### src/rtl/dram_strobe_ctrl.sv
module dram_strobe_ctrl #(
  parameter int ROW_W  = 9,
  parameter int DATA_W = 8,
  parameter int ARR_RB = 3,
  parameter int ARR_CB = 3
) (
  input  logic              clk,
  input  logic              rst_n,
  input  logic              ras_n,
  input  logic              cas_n,
  input  logic              we_n,
  input  logic              oe_n,
  input  logic              ctr_test,
  input  logic [ROW_W-1:0]  addr,
  input  logic [DATA_W-1:0] din,
  output logic [DATA_W-1:0] dout,
  output logic              dout_oe,
  output logic [ROW_W-1:0]  row_addr,
  output logic [2:0]        cyc_kind
);
  localparam int IDX_W = ARR_RB + ARR_CB;
  localparam int DEPTH = 1 << IDX_W;

  localparam logic [2:0] K_NONE  = 3'd0;
  localparam logic [2:0] K_READ  = 3'd1;
  localparam logic [2:0] K_WRITE = 3'd2;
  localparam logic [2:0] K_RONLY = 3'd3;
  localparam logic [2:0] K_CBR   = 3'd4;

  typedef enum logic [1:0] {P_IDLE, P_ACC, P_CBR} phase_t;

  logic [3:0] s1, s2;
  logic [2:0] sp;
  phase_t     phase;
  logic       cbr_pend;
  logic [ROW_W-1:0]  cnt;
  logic [ARR_CB-1:0] col_q;
  logic [DATA_W-1:0] mem [DEPTH];

  always_ff @(posedge clk) begin
    if (!rst_n) begin
      s1 <= '1;
      s2 <= '1;
      sp <= '1;
    end else begin
      s1 <= {oe_n, we_n, cas_n, ras_n};
      s2 <= s1;
      sp <= s2[2:0];
    end
  end

  logic ras_s, cas_s, we_s, oe_s;
  assign ras_s = s2[0];
  assign cas_s = s2[1];
  assign we_s  = s2[2];
  assign oe_s  = s2[3];

  logic ras_fall, ras_rise, cas_fall, cas_rise, we_fall;
  assign ras_fall = sp[0] & ~ras_s;
  assign ras_rise = ~sp[0] & ras_s;
  assign cas_fall = sp[1] & ~cas_s;
  assign cas_rise = ~sp[1] & cas_s;
  assign we_fall  = sp[2] & ~we_s;

  logic in_acc, early_wr, late_wr, wr_en;
  logic [ARR_CB-1:0] wr_col;
  logic [IDX_W-1:0]  wr_idx;
  assign in_acc   = (phase == P_ACC) && !ras_fall && !ras_rise;
  assign early_wr = in_acc && cas_fall && !we_s;
  assign late_wr  = in_acc && !cas_fall && we_fall && !cas_s && (cyc_kind == K_READ);
  assign wr_en    = early_wr || late_wr;
  assign wr_col   = cas_fall ? addr[ARR_CB-1:0] : col_q;
  assign wr_idx   = {row_addr[ARR_RB-1:0], wr_col};

  always_ff @(posedge clk) begin
    if (!rst_n) begin
      phase    <= P_IDLE;
      cbr_pend <= 1'b0;
      cnt      <= '0;
      row_addr <= '0;
      col_q    <= '0;
      cyc_kind <= K_NONE;
    end else if (ras_fall) begin
      cbr_pend <= 1'b0;
      if (cbr_pend && !cas_s) begin
        phase    <= P_CBR;
        cyc_kind <= K_CBR;
        row_addr <= cnt;
      end else begin
        phase    <= P_ACC;
        cyc_kind <= K_RONLY;
        row_addr <= ctr_test ? cnt : addr;
      end
    end else if (ras_rise) begin
      phase    <= P_IDLE;
      cbr_pend <= 1'b0;
      if (phase == P_CBR) cnt <= cnt + 1'b1;
    end else if (phase == P_IDLE) begin
      if (cas_fall)      cbr_pend <= 1'b1;
      else if (cas_rise) cbr_pend <= 1'b0;
    end else if (phase == P_ACC) begin
      if (cas_fall) begin
        col_q    <= addr[ARR_CB-1:0];
        cyc_kind <= we_s ? K_READ : K_WRITE;
      end else if (late_wr) begin
        cyc_kind <= K_WRITE;
      end
    end
  end

  always_ff @(posedge clk) begin
    if (!rst_n) begin
      for (int i = 0; i < DEPTH; i++) mem[i] <= '0;
    end else if (wr_en) begin
      mem[wr_idx] <= din;
    end
  end

  assign dout    = mem[{row_addr[ARR_RB-1:0], col_q}];
  assign dout_oe = (phase == P_ACC) && (cyc_kind == K_READ) && !ras_s && !cas_s && !oe_s;
endmodule

### config.mk
export PLATFORM = sky130hd
export DESIGN_NAME = dram_strobe_ctrl
export DESIGN_NICKNAME = d
export VERILOG_FILES = /design/src/rtl/dram_strobe_ctrl.sv
export SDC_FILE = /design/constraint.sdc
export NUM_CORES = 1
export LEC_CHECK = 0
export ABC_AREA = 0
export CAP_MARGIN = 15
export CORE_AREA = 2 2 318 320
export CTS_CLUSTER_SIZE = 20
export DETAILED_ROUTE_END_ITERATION = 8
export DIE_AREA = 0 0 320 322
export GPL_TIMING_DRIVEN = 0
export PLACE_DENSITY = 0.46
export REMOVE_ABC_BUFFERS = 1
export SYNTH_ARGS = -nofsm -noshare
export SYNTH_HDL_FRONTEND = slang
export SYNTH_SLANG_ARGS = --single-unit
### constraint.sdc
create_clock -name clk -period 2.6 [get_ports clk]
set_input_delay 0.52 -clock clk [delete_from_list [all_inputs] [get_ports clk]]
set_output_delay 0.52 -clock clk [all_outputs]
set_load 0.03 [all_outputs]
==> results of run 1 <==
[sequential cells by signal, indices dropped and copies added, names as in the netlist]
name      count
cnt           9
col_q         3
cbr_pend      1
phase         2
s2            4
cyc_kind      3
mem         512
s1            4
row_addr      9
sp            3
[what timing repair did]
item / CTS / global route
gates cloned: 11 / 3
endpoints found under the hold margin: 0 / 0
setup endpoints to repair: 1036 / 485
resized for setup: 390 / 85
pin swaps: 26 / 51
buffers inserted: 55 / 56
[path summary, 6_finish.rpt]
check,from,end,slack [ns],cells past startpoint
worst min register to register,s1[1],s2[1],0.40,1
worst max-delay path,col_q[0],dout[5],-1.13,7
worst min-delay path,s1[1],s2[1],0.40,1
worst max register to register,s2[1],mem[0][0],0.02,6
[metal layers]
metal	share of wire, %	wire length, um
met5	0	0
met4	2.1	1570
met3	4.9	3670
met2	50	37500
met1	43	32300
[synthesized netlist by cell type (all sizes together)]
cell,count,area [um^2]
o311ai,1,8.76
mux2,1,11.3
and4,2,17.5
nand3,12,65.1
o2111ai,1,8.76
clkbuf,77,289
buf,63,412
a31oi,1,6.26
o22ai,27,169
and3,1,6.26
nor2b,2,12.5
and2,513,3210
ha,4,50.1
xnor2,2,17.5
or3,13,81.3
nor2,95,589
nor4b,3,47.5
a21oi,7,35.0
o21ba,1,10.0
a211oi,1,7.51
edfxtp,512,15400
o21ai,78,390
inv,9,33.8
dfxtp,38,761
mux2i,61,614
a32o,1,10.0
a2111o,1,11.3
o2bb2ai,1,8.76
and3b,1,8.76
mux4,130,2930
a221oi,2,17.5
nor3,1,5.00
or4,5,37.5
nand2,33,131
o21bai,1,7.51
nand2b,13,81.3
nor3b,1,7.51
o21a,1,7.51
o311a,1,10.0
xor2,6,52.6
a22oi,1,7.51
a311oi,9,78.8
[final cells by class]
| type | instances | area [um^2] | share of cell area (%) |
|---|---|---|---|
| sequential | 550 | 16200 | 49.1 |
| multi-input combinational | 1037 | 10300 | 31.4 |
| timing repair buffer | 225 | 2730 | 8.31 |
| clock buffer | 81 | 1750 | 5.32 |
| tap | 1298 | 1620 | 4.94 |
| clock inverter | 42 | 267 | 0.810 |
| inverter | 9 | 36.3 | 0.110 |
[critical path, stage by stage (launching register included)]
cell and delay [ns]:
sky130_fd_sc_hd__dfxtp_4 0.40, sky130_fd_sc_hd__buf_12 0.19, sky130_fd_sc_hd__buf_16 0.17, sky130_fd_sc_hd__mux4_2 0.57, sky130_fd_sc_hd__mux2i_4 0.29, sky130_fd_sc_hd__o22ai_2 0.13
sky130_fd_sc_hd__or4_4 0.61, sky130_fd_sc_hd__buf_6 0.18
[power by group through the flow]
stage               Sequential (W)  Combinational, W  Clock (W)
floorplan                   0.0102          0.000413          0
global placement            0.0102          0.000914          0
detailed placement          0.0102          0.000993          0
CTS                         0.0100           0.00119    0.00897
global route                0.0100           0.00137    0.00931
finish                      0.0100           0.00130    0.00875
[through the flow]
stage / utilization [%] / instance area [um^2]
floorplan: - / 24900
CTS: 32.1 / 32000
global placement: 27.1 / 27000
global route: 33.0 / 32900
finish: 33.0 / 32900
detailed placement: 27.8 / 27700
[kinds of logic after synthesis]
family | after synthesis
buffers and inverters | 149
muxes | 192
and+or+nand+nor | 695
DFF | 550
AOI/OAI and AO/OA | 135
xor gates and xnor gates | 8
adders and majority gates | 4
==> results summary, run 1 <==
The final-layout fill cell count came out at 9622. The relative slew slack came out at 42.1%. The remaining global-route overflow came out at 0. The deepest clock path buffer count came out at 3. The clock net in this run drives a total of 550 sinks. For the worst setup path, the data arrival time is 3.21 ns. The net total in the final layout came out at 1918. The initial antenna violation count is 0. After synthesis the cells add up to 25600 um^2. The analysis attributes to net switching a power of 0.00463 W.

The start-to-end type of the worst setup path is reg2out. The total via count in the routed design is 15000. The die covers 103000 um^2. The maximum vdd ir drop is 0.000367 V. The height of the die is 322 um. In the routed design, unresolved DRC markers number 0.

The sum of negative setup slack came out at -8.38 ns. The largest net degree at the start of global routing came out at 80. The final reports fail on setup timing. The buffer type at the clock tree root is sky130_fd_sc_hd__clkbuf_16.

The critical path data required time is 2.08 ns. The number of I/O port buffers is 44. For this block, the initial DRC count from the detailed router was 1107.

After synthesis, the mean cell area works out to 14.8 um^2. Of the total power, the clock network draws 43.6%. The overall fraction of global-route tracks in use is 14.5%.

The total detailed-routing wirelength came out at 75.1 mm. The fraction of met1 tracks used by global routing is 18.6%. The count of pins on the block boundary came out at 45. The hold violation total from the final report was 0. The first-pass GRT wire length is 108 mm. The largest fanout on the critical path came out at 7. The count of TritonRoute iterations in the first routing pass came out at 5. The multiplexer share of the synthesized area came out at 13.9%. The floorplan core area is 99600 um^2. After detailed routing, the average wire length per cell comes to 23.2 um. The global routing usage on met3 came out at 3.08%.

The sequential share of power is 49.9%. The worst setup path is captured at an output port. The row count came out at 116. Leaving out fill and tap cells, the most frequent cell in the layout is sky130_fd_sc_hd__and2_1.

The type of the most critical hold path is reg2reg. The worst setup margin is -1.13 ns. The cts-stage hold buffer count is 0. The number of diodes added for antenna fixing came out at 0. The share of synthesized area occupied by flip-flops and latches came out at 62.9%. In the final layout, the share of cells above drive strength 1 is 33.1%. Synthesis produced a netlist whose cell count is 1733. At the pin with the least slew margin, the transition time is 0.868 ns.

The post-synthesis simple-gate area fraction came out at 16.8%. In the layout the commonest cells are 513 x sky130_fd_sc_hd__and2_1, 512 x sky130_fd_sc_hd__edfxtp_1, 130 x sky130_fd_sc_hd__mux4_2, 92 x sky130_fd_sc_hd__buf_4, 68 x sky130_fd_sc_hd__clkbuf_16. The met2 track utilization from global routing is 24.8%. The placer congestion estimate came out at 0.741. The static leakage power is 11.2 nW. The power consumption came out at 0.0201 W. Once placement completed, the tool counted placed cells totaling 2995. The H-tree depth reported by CTS came out at 3. The maximum achievable frequency is 268 MHz. The internal power is 0.0154 W. Once the floorplan was initialized, standard cells occupied 25.8% of the core. The final worst-path cycle share came out at 144%. The post-synthesis adder-cell area fraction is 0.195%. Setup repair after global routing could not meet its margin everywhere. Relative to the synthesized area, the layout overhead comes to 28.3%. The largest clock skew in the final design is 0.0265 ns. The width of the die came out at 320 um. For this design the ratio of total power to cell area is 610 nW/um^2.

TritonCTS built the clock tree. The half-perimeter wire length after detailed placement is 45.4 mm. Once detail routing completed, the nets flagged for antenna violations numbered 0. The smallest hold slack came out at 0.399 ns. The max-slew violation total from the final report was 0. The number of warnings issued by yosys is 0.

After synthesis, the largest family of logic cells by area is simple AND/OR/NAND/NOR gates. The minimum period implied by the final worst setup slack is 3.73 ns. The setup-violating endpoint count in the final report came out at 8. The share of total power in combinational logic is 6.5%. The XOR/XNOR share of the synthesized area came out at 0.273%. The worst-case setup slack after placement is -1.96 ns. TritonCTS created 67 clock buffers. The number of different library cells in the post-synthesis netlist came out at 56. In this run switching power makes up 23.1% of total power.

The flow ran to the end, but the final reports show violations. The via-per-instance ratio came out at 4.63. The worst setup path is launched from a register. The clock transition at the registers of the reported paths is 0.06 ns.

The number of max-cap violations is 0. After global routing, the most crowded layer is met2. The number of global-route vias before repair is 15400. The post-route non-filler standard cell count came out at 3242. The count of state elements after synthesis came out at 550. The clock insertion delay at the later pin of the skew report came out at 0.61 ns. The synthesized netlist devotes 3.10% of its cell area to compound gates.
(Power assumes the default switching activity.)
==> inputs of run 2 (changes only) <==
SLEW_MARGIN = 10   (was default)
==> run 2 against run 1 <==
Compared with the run above:
- the run still ends with setup timing left
- core utilization grew 0.50 points
- fmax is essentially flat
- final cell count grew 0.15%
- via count shrank 0.13%
- first-iteration DRC count shrank 9.6%
- sequential cell count is the same
- count of clock-buffer cells in the layout grew 4
- routed wire length grew 0.14%
- sequential share of layout area shrank 0.74 points
- largest cell class unchanged
==> results summary, run 2 (synthesis results as in run 1) <==
The sum of met3 wire segment lengths after detailed routing came out at 3.35 mm (was 3.67 mm). The worst setup margin is -1.13 ns (about the same). The cts-stage hold buffer count is 0 (unchanged). The initial antenna violation count is 1 (was 0).

The register with the most flip-flops was mem (unchanged). The most common library cell in the layout ignoring fill and taps is sky130_fd_sc_hd__edfxtp_1 (was sky130_fd_sc_hd__and2_1). The largest fanout on the critical path is 6 (was 7).

The hold violation total from the final report came out at 0 (unchanged). The setup-violating endpoint count in the final report is 16 (was 8). The TritonCTS buffer count was 66 (was 67). The worst-path cell with the longest stage delay was sky130_fd_sc_hd__mux4_2 (was sky130_fd_sc_hd__or4_4). The clock transition at the registers of the reported paths is 0.05 ns (was 0.06 ns). The detailed-route DRC error count came to 0 (unchanged). The uppermost metal layer occupied by signal nets was met4 (unchanged). The buffer type at the clock tree root was sky130_fd_sc_hd__clkbuf_16 (unchanged). The number of buffer and inverter stages on the critical path came out at 5 (was 3). The floorplan core area came out at 99600 um^2 (unchanged).

The largest clock skew in the final design came out at 0.0228 ns (was 0.0265 ns). Highest-count cells in the layout ignoring fill and taps: 512 x sky130_fd_sc_hd__edfxtp_1, 511 x sky130_fd_sc_hd__and2_1, 130 x sky130_fd_sc_hd__mux4_2, 86 x sky130_fd_sc_hd__buf_4, 71 x sky130_fd_sc_hd__clkbuf_16 (was 513 x sky130_fd_sc_hd__and2_1, 512 x sky130_fd_sc_hd__edfxtp_1, 130 x sky130_fd_sc_hd__mux4_2, 92 x sky130_fd_sc_hd__buf_4, 68 x sky130_fd_sc_hd__clkbuf_16). The net total in the final layout came out at 1929 (was 1918). The synthesis-to-layout area growth was 30.3% (was 28.3%). The count of pins on the block boundary is 45 (unchanged). The remaining global-route overflow came out at 0 (unchanged). The amount of wire on met2 after detailed routing came out at 37.2 mm (was 37.5 mm).

The type of the most critical hold path was reg2reg (unchanged). The CTS tree is yes (unchanged). The routed length per instance is 23.2 um (about the same).

The total detailed-routing wirelength came out at 75.2 mm (was 75.1 mm). The fraction of final layout cells with drive strength greater than 1 was 34.0% (was 33.1%). The cell total after placement came to 2969 (was 2995). The total number of clock tree sinks came out at 550 (unchanged). The max-slew violation total from the final report came to 0 (unchanged). The number of max-cap violations was 0 (unchanged). The first-pass GRT wire length was 108 mm (about the same). Counting stages on the worst path, the most repeated cell is sky130_fd_sc_hd__buf_16. The gate family responsible for the most delay along the worst path is multiplexers (unchanged).

The effective utilization at floorplan came out at 25.8% (unchanged). Cells along the critical path: buf_16 -> buf_12 -> buf_16 -> buf_8 -> mux4_2 -> mux2i_2 -> o22ai_1 -> or4_4 -> buf_6 (was buf_12 -> buf_16 -> mux4_2 -> mux2i_4 -> o22ai_2 -> or4_4 -> buf_6). The type of origin of the critical path is a register (unchanged).

The count of TritonRoute iterations in the first routing pass is 5 (unchanged). The start-to-end type of the worst setup path was reg2out (unchanged). The static leakage power came to 11.4 nW (was 11.2 nW). The placer congestion estimate is 0.741 (unchanged).

Failing checks: setup timing (unchanged). The number of global-route vias before repair came to 15500 (was 15400). The critical path data required time is 2.08 ns (about the same). The element type at the critical path end is an output port (unchanged). The data arrival at the endpoint of the critical path is 3.21 ns (about the same). The delay of the slowest cell on the worst path came to 0.57 ns (was 0.61 ns). The largest net degree at the start of global routing was 65 (was 80). The width of the die is 320 um (unchanged). The half-perimeter wire length after detailed placement is 43.9 mm (was 45.4 mm). The worst-case setup slack after placement came to -1.92 ns (was -1.96 ns). The post-route non-filler standard cell count came out at 3247 (was 3242).

Unrepaired setup endpoints after global routing: yes (unchanged). The power per cell area came out at 603 nW/um^2 (was 610 nW/um^2). The final worst-path cycle share was 144% (about the same).

The relative slew slack is 40.4% (was 42.1%). Largest registers in the final layout: mem: 512 flops, cnt: 9 flops, row_addr: 9 flops (unchanged). The clock insertion delay at the later pin of the skew report is 0.60 ns (was 0.61 ns).

The met1 layer wirelength in the final routing came out at 32.7 mm (was 32.3 mm). The flip-flop count of the largest register after layout is 512 (unchanged). The H-tree depth reported by CTS was 3 (unchanged). The pin slew with the least headroom to its limit came to 0.893 ns (was 0.868 ns). The via-per-instance ratio came out at 4.62 (was 4.63).

The height of the die came out at 322 um (unchanged). The maximum vdd ir drop came out at 0.000353 V (was 0.000367 V). The maximum achievable frequency is 268 MHz (about the same). The deepest clock path buffer count came to 3 (unchanged). The row count came to 116 (unchanged). The number of DRC markers after the initial detailed-route iteration came to 1001 (was 1107). The number of I/O port buffers came to 44 (unchanged). The total via count in the routed design was 15000 (about the same).

Run status: finished, violations left (unchanged). The remaining antenna violation count came out at 0 (unchanged). The area enclosed by the die boundary came to 103000 um^2 (unchanged). The overall fraction of global-route tracks in use is 14.5% (about the same). The minimum period implied by the final worst setup slack came out at 3.73 ns (about the same).
run 2: cell types whose count changed in the layout (fill, tap and decap cells not counted), moves of 5 or more:
cell,previous run,this run
sky130_fd_sc_hd__buf_12,37,54
sky130_fd_sc_hd__buf_8,1,8
sky130_fd_sc_hd__clkinv_1,21,14
sky130_fd_sc_hd__buf_2,10,4
sky130_fd_sc_hd__buf_4,92,86
sky130_fd_sc_hd__nor2_2,22,16
sky130_fd_sc_hd__nor2_4,38,43
sky130_fd_sc_hd__o21ai_4,60,65
run 2: final timing paths:
check / startpoint / to / slack (ns) / cells past startpoint
hold reg to reg: s1[0] / s2[0] / 0.40 / 1
setup reg to reg: sp[0] / mem[25][2] / -0.05 / 10
hold / removal: s1[0] / s2[0] / 0.40 / 1
setup / recovery: col_q[0] / dout[5] / -1.13 / 9
run 2: what timing repair did:
item                       in CTS  in global routing
pin swaps                      54                 47
setup endpoints to repair    1036                750
setup buffers                  94                 57
resized for setup             400                 66
cloned                         10                  3
run 2: stage by stage:
step | area, um^2 | hold slack [ns] | TNS [ns] | power (W) | utilization [%]
floorplan | 24900 | 0.386 | -4230.58 | 0.0106 | -
global placement | 27000 | 0.391 | -8136.24 | 0.0111 | 27.1
detailed placement | 27500 | 0.397 | -1158.11 | 0.0112 | 27.6
CTS | 32400 | 0.406 | -13.73 | 0.0203 | 32.6
global route | 33400 | 0.422 | -11.29 | 0.0208 | 33.5
finish | 33400 | 0.402 | -8.72 | 0.0202 | 33.6
run 2: cell type report:
type,count,area [um^2]
Clock buffer,85,1800
Sequential cell,550,16200
Tap cell,1298,1620
Fill cell,9539,66200
Clock inverter,30,218
Inverter,9,36.3
Multi-Input combinational cell,1036,10400
Antenna cell,1,2.50
Timing Repair Buffer,238,3130
run 2: power by group:
part | internal [W] | leakage (nW) | total, W | switching, W
clock | 0.00516 | 0.988 | 0.00882 | 0.00367
combinational | 0.000527 | 4.80 | 0.00132 | 0.000796
sequential | 0.00992 | 5.60 | 0.0100 | 0.0000938
total | 0.0156 | 11.4 | 0.0202 | 0.00456
run 2: metal layers:
metal | up-vias | GRT usage (%)
met3 | 123 | 2.75
met1 | 7761 | 18.8
met2 | 341 | 24.5
met5 | - | 0
met4 | 0 | 4.34
li1 | 6763 | -
